**src/rtl/pio_pkg.sv**
```systemverilog
package pio_pkg;
  localparam int FIELD_W = 4;
  localparam int WORD_W  = 32;

  localparam logic [2:0] A_CFG_LO = 3'd0;
  localparam logic [2:0] A_CFG_HI = 3'd1;
  localparam logic [2:0] A_IN     = 3'd2;
  localparam logic [2:0] A_DATA   = 3'd3;
  localparam logic [2:0] A_SETCLR = 3'd4;
  localparam logic [2:0] A_CLR    = 3'd5;
  localparam logic [2:0] A_LOCK   = 3'd6;

  localparam int KEY_BIT = 16;

  typedef enum logic [1:0] {
    LK_IDLE = 2'd0,
    LK_ARM1 = 2'd1,
    LK_ARM0 = 2'd2
  } lk_state_e;
endpackage

```
**src/rtl/pio_in_sync.sv**
```systemverilog
module pio_in_sync #(
  parameter int W = 16
) (
  input  logic         clk,
  input  logic         rst_n,
  input  logic [W-1:0] d_async,
  output logic [W-1:0] d_sync
);
  logic [W-1:0] stage1_q;
  logic [W-1:0] stage2_q;

  always_ff @(posedge clk or negedge rst_n) begin
    if (!rst_n) begin
      stage1_q <= '0;
      stage2_q <= '0;
    end else begin
      stage1_q <= d_async;
      stage2_q <= stage1_q;
    end
  end

  assign d_sync = stage2_q;
endmodule

```
**src/rtl/pio_lock_seq.sv**
```systemverilog
module pio_lock_seq
  import pio_pkg::*;
#(
  parameter int NPINS = 16
) (
  input  logic             clk,
  input  logic             rst_n,
  input  logic             wr_any,
  input  logic             wr_lock,
  input  logic             key_in,
  input  logic [NPINS-1:0] mask_in,
  output logic             lock_key,
  output logic [NPINS-1:0] lock_mask
);
  lk_state_e        st_q, st_d;
  logic [NPINS-1:0] pend_q, pend_d;
  logic             key_q, key_d;
  logic [NPINS-1:0] mask_q, mask_d;
  logic             upd_en;

  // frozen once the key has been set
  assign upd_en = wr_any && !key_q;

  always_comb begin
    st_d   = st_q;
    pend_d = pend_q;
    key_d  = key_q;
    mask_d = mask_q;
    if (!wr_lock) begin
      st_d = LK_IDLE;
    end else begin
      unique case (st_q)
        LK_ARM1: begin
          if (!key_in && mask_in == pend_q) st_d = LK_ARM0;
          else if (key_in) begin
            st_d   = LK_ARM1;
            pend_d = mask_in;
          end else st_d = LK_IDLE;
        end
        LK_ARM0: begin
          if (key_in && mask_in == pend_q) begin
            st_d   = LK_IDLE;
            key_d  = 1'b1;
            mask_d = mask_in;
          end else if (key_in) begin
            st_d   = LK_ARM1;
            pend_d = mask_in;
          end else st_d = LK_IDLE;
        end
        default: begin
          if (key_in) begin
            st_d   = LK_ARM1;
            pend_d = mask_in;
          end else st_d = LK_IDLE;
        end
      endcase
    end
  end

  always_ff @(posedge clk or negedge rst_n) begin
    if (!rst_n) begin
      st_q   <= LK_IDLE;
      pend_q <= '0;
      key_q  <= 1'b0;
      mask_q <= '0;
    end else if (upd_en) begin
      st_q   <= st_d;
      pend_q <= pend_d;
      key_q  <= key_d;
      mask_q <= mask_d;
    end
  end

  assign lock_key  = key_q;
  assign lock_mask = mask_q;
endmodule

```
**src/rtl/pio_pin_ctrl.sv**
```systemverilog
module pio_pin_ctrl
  import pio_pkg::*;
(
  input  logic [FIELD_W-1:0] cfg,
  input  logic               data_bit,
  input  logic               alt_bit,
  output logic               out,
  output logic               oe,
  output logic               pu,
  output logic               pd,
  output logic               sel,
  output logic               analog
);
  logic [1:0] mode;
  logic [1:0] kind;
  logic       src;

  assign mode = cfg[1:0];
  assign kind = cfg[3:2];

  always_comb begin
    out    = 1'b0;
    oe     = 1'b0;
    pu     = 1'b0;
    pd     = 1'b0;
    sel    = 1'b0;
    analog = 1'b0;
    src    = kind[1] ? alt_bit : data_bit;
    if (mode != 2'b00) begin
      sel = kind[1];
      if (kind[0]) begin
        oe  = ~src;
        out = 1'b0;
      end else begin
        oe  = 1'b1;
        out = src;
      end
    end else begin
      analog = (kind == 2'b00);
      if (kind == 2'b10) begin
        pu = data_bit;
        pd = ~data_bit;
      end
    end
  end
endmodule

```
**src/rtl/pio_port.sv**
```systemverilog
module pio_port
  import pio_pkg::*;
#(
  parameter int NPINS  = 16,
  parameter int ADDR_W = 3
) (
  input  logic              clk,
  input  logic              rst_n,
  input  logic              bus_wr,
  input  logic [ADDR_W-1:0] bus_addr,
  input  logic [31:0]       bus_wdata,
  output logic [31:0]       bus_rdata,
  input  logic [NPINS-1:0]  pad_in,
  input  logic [NPINS-1:0]  alt_in,
  output logic [NPINS-1:0]  pad_out,
  output logic [NPINS-1:0]  pad_oe,
  output logic [NPINS-1:0]  pull_up,
  output logic [NPINS-1:0]  pull_dn,
  output logic [NPINS-1:0]  alt_sel
);
  localparam int HALF     = NPINS / 2;
  localparam int CFG_BITS = NPINS * FIELD_W;
  localparam int HALF_B   = HALF * FIELD_W;
  localparam logic [FIELD_W-1:0] CFG_RST = 4'h4;

  // reset: asserted asynchronously, released on the clock
  logic rst_meta_q, rst_q_n;
  always_ff @(posedge clk or negedge rst_n) begin
    if (!rst_n) begin
      rst_meta_q <= 1'b0;
      rst_q_n    <= 1'b0;
    end else begin
      rst_meta_q <= 1'b1;
      rst_q_n    <= rst_meta_q;
    end
  end

  logic wr_lo, wr_hi, wr_data, wr_setclr, wr_clr, wr_lock;
  assign wr_lo     = bus_wr && (bus_addr == A_CFG_LO);
  assign wr_hi     = bus_wr && (bus_addr == A_CFG_HI);
  assign wr_data   = bus_wr && (bus_addr == A_DATA);
  assign wr_setclr = bus_wr && (bus_addr == A_SETCLR);
  assign wr_clr    = bus_wr && (bus_addr == A_CLR);
  assign wr_lock   = bus_wr && (bus_addr == A_LOCK);

  logic             lock_key;
  logic [NPINS-1:0] lock_mask;

  pio_lock_seq #(.NPINS(NPINS)) u_lock (
    .clk      (clk),
    .rst_n    (rst_q_n),
    .wr_any   (bus_wr),
    .wr_lock  (wr_lock),
    .key_in   (bus_wdata[KEY_BIT]),
    .mask_in  (bus_wdata[NPINS-1:0]),
    .lock_key (lock_key),
    .lock_mask(lock_mask)
  );

  // configuration fields
  logic [CFG_BITS-1:0] cfg_q, cfg_d;
  logic                cfg_en;
  assign cfg_en = wr_lo || wr_hi;

  always_comb begin
    cfg_d = cfg_q;
    for (int p = 0; p < NPINS; p++) begin
      if (!lock_mask[p]) begin
        if (p < HALF && wr_lo)
          cfg_d[p*FIELD_W +: FIELD_W] = bus_wdata[(p % HALF)*FIELD_W +: FIELD_W];
        if (p >= HALF && wr_hi)
          cfg_d[p*FIELD_W +: FIELD_W] = bus_wdata[(p % HALF)*FIELD_W +: FIELD_W];
      end
    end
  end

  always_ff @(posedge clk or negedge rst_q_n) begin
    if (!rst_q_n)    cfg_q <= {NPINS{CFG_RST}};
    else if (cfg_en) cfg_q <= cfg_d;
  end

  // output data register
  logic [NPINS-1:0] odr_q, odr_d;
  logic             odr_en;
  assign odr_en = wr_data || wr_setclr || wr_clr;

  always_comb begin
    odr_d = odr_q;
    if (wr_data)   odr_d = bus_wdata[NPINS-1:0];
    if (wr_setclr) odr_d = (odr_q & ~bus_wdata[16 +: NPINS]) | bus_wdata[NPINS-1:0];
    if (wr_clr)    odr_d = odr_q & ~bus_wdata[NPINS-1:0];
  end

  always_ff @(posedge clk or negedge rst_q_n) begin
    if (!rst_q_n)    odr_q <= '0;
    else if (odr_en) odr_q <= odr_d;
  end

  // input path
  logic [NPINS-1:0] in_sync;
  logic [NPINS-1:0] analog_m;

  pio_in_sync #(.W(NPINS)) u_sync (
    .clk    (clk),
    .rst_n  (rst_q_n),
    .d_async(pad_in),
    .d_sync (in_sync)
  );

  // per-pin control decode
  for (genvar g = 0; g < NPINS; g++) begin : g_pin
    pio_pin_ctrl u_pin (
      .cfg     (cfg_q[g*FIELD_W +: FIELD_W]),
      .data_bit(odr_q[g]),
      .alt_bit (alt_in[g]),
      .out     (pad_out[g]),
      .oe      (pad_oe[g]),
      .pu      (pull_up[g]),
      .pd      (pull_dn[g]),
      .sel     (alt_sel[g]),
      .analog  (analog_m[g])
    );
  end

  // read mux
  always_comb begin
    bus_rdata = '0;
    unique case (bus_addr)
      A_CFG_LO: bus_rdata = cfg_q[HALF_B-1:0];
      A_CFG_HI: bus_rdata = cfg_q[CFG_BITS-1:HALF_B];
      A_IN:     bus_rdata = {{(WORD_W-NPINS){1'b0}}, in_sync & ~analog_m};
      A_DATA:   bus_rdata = {{(WORD_W-NPINS){1'b0}}, odr_q};
      A_LOCK:   bus_rdata = {{(WORD_W-NPINS-1){1'b0}}, lock_key, lock_mask};
      default:  bus_rdata = '0;
    endcase
  end
endmodule

```
**config.mk**
```make
export PLATFORM = sky130hd
export DESIGN_NAME = pio_port
export DESIGN_NICKNAME = d
export VERILOG_FILES = /design/src/rtl/pio_pkg.sv /design/src/rtl/pio_in_sync.sv /design/src/rtl/pio_lock_seq.sv /design/src/rtl/pio_pin_ctrl.sv /design/src/rtl/pio_port.sv
export SDC_FILE = /design/constraint.sdc
export NUM_CORES = 1
export LEC_CHECK = 0
export BUFFER_PORTS_ARGS = -buffer_cell sky130_fd_sc_hd__buf_2
export CORE_UTILIZATION = 42
export CTS_CLUSTER_DIAMETER = 40
export DETAILED_ROUTE_END_ITERATION = 6
export HOLD_SLACK_MARGIN = 0.02
export PLACE_DENSITY_LB_ADDON = 0.05
export SLEW_MARGIN = 40
export SYNTH_ARGS = -nofsm -noshare
export SYNTH_HDL_FRONTEND = slang
export SYNTH_SLANG_ARGS = --single-unit
```
**constraint.sdc**
```tcl
create_clock -name clk -period 4.3 [get_ports clk]
set_clock_uncertainty 0.2 [all_clocks]
set_input_delay 0.86 -clock clk [delete_from_list [all_inputs] [get_ports clk]]
set_output_delay 0.86 -clock clk [all_outputs]
set_load 0.02 [all_outputs]
```
Word level (Yosys, flattened, before mapping)

Index checks and enable logic that the tools add are counted.

Register bits: 149
Bits in latches: 0
RAM bits: 0
ROM bits: 0
Input bits: 70
Logic and storage cells: 363
Memories kept: 0

$add $sub $neg: 0
Multipliers: 0
Divide/modulo/power cells: 0
Order comparisons: 0
Equality and inequality tests: 27
Shift operators: 0
Muxes and demuxes: 189
Bitwise gates (word level): 55
Reduce and logical (&&, ||, !) cells: 67

Operators with widths:

| kind                                                                  | number |
|---|---|
| 1-bit two-way mux                                                     | 177 |
| 32-bit case mux with 5 select lines                                   | 1 |
| 16-bit two-way mux                                                    | 6 |
| 16-bit AND                                                            | 3 |
| 1-bit inverter                                                        | 48 |
| 16-bit inverter                                                       | 3 |
| 3-bit AND reduction                                                   | 16 |
| 2-bit equality test, second input constant                            | 17 |
| 2-bit zero test                                                       | 16 |
| 16-bit case mux with 2 select lines                                   | 1 |
| 2-bit nonzero test                                                    | 16 |
| 16-bit equality test                                                  | 1 |
| 16-bit bitwise OR                                                     | 1 |
| 3-bit equality test, second input constant                            | 3 |
| 1-bit logical AND                                                     | 9 |
| 4-bit AND reduction                                                   | 2 |
| 3-bit by 2-bit equality test with 1-bit output, second input constant | 2 |
| 2-bit two-way mux                                                     | 3 |
| 2-bit != test, second input constant                                  | 2 |
| 2-bit case mux with 2 select lines                                    | 1 |
| 3-bit by 1-bit equality test with 1-bit output, second input constant | 1 |
| 3-bit zero test                                                       | 1 |
| 1-bit logical OR                                                      | 3 |
| 3-bit nonzero test                                                    | 1 |
| 3 further kinds                                                       | 4 |

Depth between registers and ports, before layout

Depth in word-level cells: 5
Depth in mapped cells: 8
Mapped depth without buffers: 5

Hierarchy

From an unflattened synthesis, not the netlist that was laid out.

Cell total of the unflattened synthesis: 701
Area total of the unflattened synthesis: 8530.7 um^2

By module, submodules not included:

| module       | instances | cells each | area each (um^2) |
|---|---|---|---|
| pio_port     | 1         | 432        | 4722.0 |
| pio_lock_seq | 1         | 109        | 1626.6 |
| pio_pin_ctrl | 16        | 8          | 86.3 |
| pio_in_sync  | 1         | 32         | 800.8 |

Least setup slack after synthesis

OpenSTA, ideal clock, no wires.

Path type: input to output
Start: input port bus_addr[1]
End: output port bus_rdata[10]
Arrival: 2.155 ns
Data required time: 3.240 ns
Setup slack: 1.085 ns
Stages on the path: 5
Cell sequence: buf_2 nor3b_2 clkbuf_1 a21oi_1 o21ai_0

Longest elaborated chain between the ends: 2
Elaborated cells between the ends (all ways): 6
Those cells by class: eq/ne (4); mux (1); reduce/logical (1)

RTL lines:

| what                                        | line            | RTL |
|---|---|---|
| start, declared                             | pio_port.sv:10  | `input logic [ADDR_W-1:0] bus_addr,` |
| 3-bit equality test (tied with other cells) | pio_port.sv:128 | `unique case (bus_addr)` |
| 32-bit case mux with 5 select lines *       | pio_port.sv:128 |  |
| end, declared                               | pio_port.sv:12  | `output logic [31:0] bus_rdata,` |

Every way passes the cells marked *; elsewhere a longest branch is shown, timed or not.

Final worst setup path

Start: input port bus_addr[0]
End: output port bus_rdata[12]

Same word-level chain as after synthesis.

==> flow_summary_export.csv <==
group,metric,value,unit
critical_path,critical_path_peak_fanout,23,
placed_design,io_buffer_count,181,
timing,final_hold_viol_count,0,
cells_and_area,finalNetCount,904,
yosys,post_synth_instance_area,8110,um^2
floorplanning,floorplan.core_area,18800,um^2
timing,grt_setup_unrepaired,"false",
clock_network,clk-insertion-delay-late,0.42,ns
clock_network,cts_num_sinks,149,
yosys,synth_warnings,0,
pwr,max-vdd-ir-drop,0.000333,V
timing,worst_slew_pin_slew,0.679,ns
clock_network,ctsResizeCount,0,
yosys,cells_after_synth,738,
timing,finalHoldWorstSlack,0.109,ns
critical_path,crit_path_required_time,3.24,ns
timing,final_critical_path_setup_slack,0.915,ns
timing,timing.final.crit_share,78.7,%
drt,route.detailed.drc,0,
global_route,grt_pass1_wl,34200,um
job,max-cap-violations,0,
timing,maxSlewViolCount,0,
cells_and_area,final_cells,1105,
floorplanning,die_width,141,um
clock_network,cts_buffers,17,
floorplanning,floorplan.die.height,141,um
global_route,grt_start_max_net_pins,76,
clock_network,postCtsSetupBuffers,0,
timing,relative_slew_slack,54.6,%
global_route,initial_antenna_violation_count,0,
global_route,grt.overflow.total,0,
drt,detail_route.vias_per_cell,5.31,
drt,avgRoutedWirePerCell,19.8,um
placed_design,worst_slack_at_placement,0.929,ns
yosys,count_of_state_elements_after_synthesis,149,
yosys,netlist.top_cell.by_area,"sky130_fd_sc_hd__dfrtp_1",
global_route,vias_in_the_first_global_route,6027,
floorplanning,area_of_the_die,19900,um^2
worst_hold_path,hold_path_class,"register to async pin",
critical_path,worstSetupPathType,"input pin to output port",
timing,tns,0,ns
yosys,synth_sequential_area_ratio,46.2,%
critical_path,cp-start-kind,"input pin",
clock_network,cts_tree,"yes",
cells_and_area,area_growth_syn_to_layout,15.2,%
timing,finalSetupViolCount,0,
yosys,count_of_flip_flops_with_a_built_in_enable_after_synthesis,0,
drt,postRouteWirelength,21800,um
global_route,track_usage,23.1,%
yosys,async_set_or_reset_register_ratio_after_synthesis,100,%
floorplanning,initial_utilization,43.0,%
placed_design,instance_count_after_placement_with_tap_cells_included,1072,
clock_network,cts.reportedPaths.clkPinSlew,0.06,ns
yosys,fraction_of_synthesized_cell_area_taken_by_the_top_area_cell_type,41.1,%
clock_network,cts_root_buffer,"sky130_fd_sc_hd__clkbuf_16",
clock_network,cts.htree.levels,4,
critical_path,worst_setup_path_end_kind,"output port",
timing,finalWorstPathRequiredPeriod,3.38,ns
clock_network,max-clock-path-buffers,2,
cells_and_area,layout.core_utilization,49.6,%
run_status,outcome,"finished clean",
clock_network,cts_hold_buf,1,
yosys,synth_nets,810,
drt,ant_nets,0,
yosys,dominantRegCellSynth,"sky130_fd_sc_hd__dfrtp_1",
pwr,ratio_of_total_power_to_cell_area,505,nW/um^2
floorplanning,num_rows,50,
timing,maxClockFrequency,0.295,GHz
drt,first_pass_drt_iterations,4,
floorplanning,floorplan.io_pins,182,
placed_design,routabilityCongestion,0.814,
yosys,cell_types_with_the_largest_area_share_after_synthesis,"sky130_fd_sc_hd__dfrtp_1 41%, sky130_fd_sc_hd__mux2_2 13%, sky130_fd_sc_hd__buf_4 7.4%",
placed_design,dp_hpwl,16000,um
cells_and_area,final_layout_size_suffix_gt1_share,42.4,%
yosys,syn_area_per_cell,11.0,um^2
yosys,ys_top_cells_by_count,"133 x sky130_fd_sc_hd__dfrtp_1, 93 x sky130_fd_sc_hd__mux2_2, 80 x sky130_fd_sc_hd__buf_4",
yosys,post-synth-top-count-cell,"sky130_fd_sc_hd__dfrtp_1",
yosys,yosysUniqueCellTypes,43,
critical_path,cp_data_arrival_time,2.32,ns
drt,via_count,5868,
cells_and_area,num_antenna_cells,0,
pwr,power.static_leakage,0.00444,uW
drt,detailedRoute.firstIterationViolations,300,
-- stage by stage --
step | total power, uW | cell area (um^2)
floorplan | 2880 | 8110
global placement | 3080 | 8660
detailed placement | 3100 | 8680
CTS | 4760 | 9340
global route | 4960 | 9340
finish | 4720 | 9340
-- sequential cells by signal, summed over array words and instances, names as in the netlist --
name and flops:
cfg_q 64, u_lock.st_q 2, rst_q_n 1, odr_q 16
u_sync.d_sync 16, u_lock.pend_q 16, u_sync.stage1_q 16, u_lock.lock_mask 16
u_lock.lock_key 1, rst_meta_q 1
-- layout make-up --
cell class	count	area (um^2)
Fill cell	1795	9490
Sequential cell	149	3750
Multi-Input combinational cell	469	3560
Timing Repair Buffer	192	1040
Clock buffer	24	482
Tap cell	260	325
Clock inverter	8	173
Inverter	3	11.3
-- layout by cell type (no fill, tap or decap), drive strengths merged --
cell and instances:
buf 191, dfrtp 133, mux2 112, nor2 51
a21oi 50, nand3 32, a22oi 30, clkbuf 24
nand2 21, o21ai 19, nand2b 18, nor3b 18
and3 17, nor3 17, a22o 16, nor2b 16
xor2 16, dfstp 16, mux2i 15, bufinv 5
nor4 4, inv 3, clkinvlp 3, or3 2
o21a 2, a32o 2, ha 2, a31oi 1
nor4bb 1, and4b 1, nand4b 1, and4 1
and2 1, nand4 1, a211o 1, dlygate4sd3 1
conb 1
-- critical path, cell delays in order --
cell and delay [ns]:
sky130_fd_sc_hd__buf_2 0.16, sky130_fd_sc_hd__nor3b_4 0.56, sky130_fd_sc_hd__buf_12 0.26, sky130_fd_sc_hd__a22oi_1 0.11
sky130_fd_sc_hd__nand3_1 0.17, sky130_fd_sc_hd__buf_2 0.19
-- per-layer routing --
metal  GRT usage, %  up-vias  routed length [um]
met5              0        -                   0
met4           6.52        0                 282
met3           4.69       17                1050
met2           39.1      152               11000
met1           30.1     2964                9510
li1               -     2735                   -
-- where the power goes --
part           internal (uW)  leakage (uW)  switching (uW)
registers               1650       0.00179             289
logic                    507       0.00235             628
clock network           1080      0.000307             568
total                   3230       0.00444            1490
-- logic make-up (layout without fill, tap and decap cells) --
| group | count (synthesis) | in the layout | share of synthesized area [%] |
|---|---|---|---|
| DFF | 149 | 149 | 46.2 |
| AOI/OAI and AO/OA | 121 | 121 | 9.54 |
| muxes | 127 | 127 | 18.3 |
| and+or+nand+nor | 202 | 202 | 13.8 |
| buffers and inverters | 120 | 227 | 10.0 |
| adders and majority gates | 2 | 2 | 0.309 |
| xor gates and xnor gates | 16 | 16 | 1.73 |
| other | 1 | 1 | 0.0463 |
-- worst paths after layout --
check	startpoint	cells after the start	end	slack [ns]
max	bus_addr[0]	6	bus_rdata[12]	0.92
min	rst_q_n	0	cfg_q[61]	0.11
max reg2reg	u_lock.pend_q[8]	5	u_lock.pend_q[3]	1.80
min reg2reg	rst_q_n	0	cfg_q[61]	0.11
max in group asynchronous	rst_q_n	1	cfg_q[46]	2.95
min in group clk	u_sync.stage1_q[7]	0	u_sync.d_sync[7]	0.15
(Power assumes the default switching activity.)
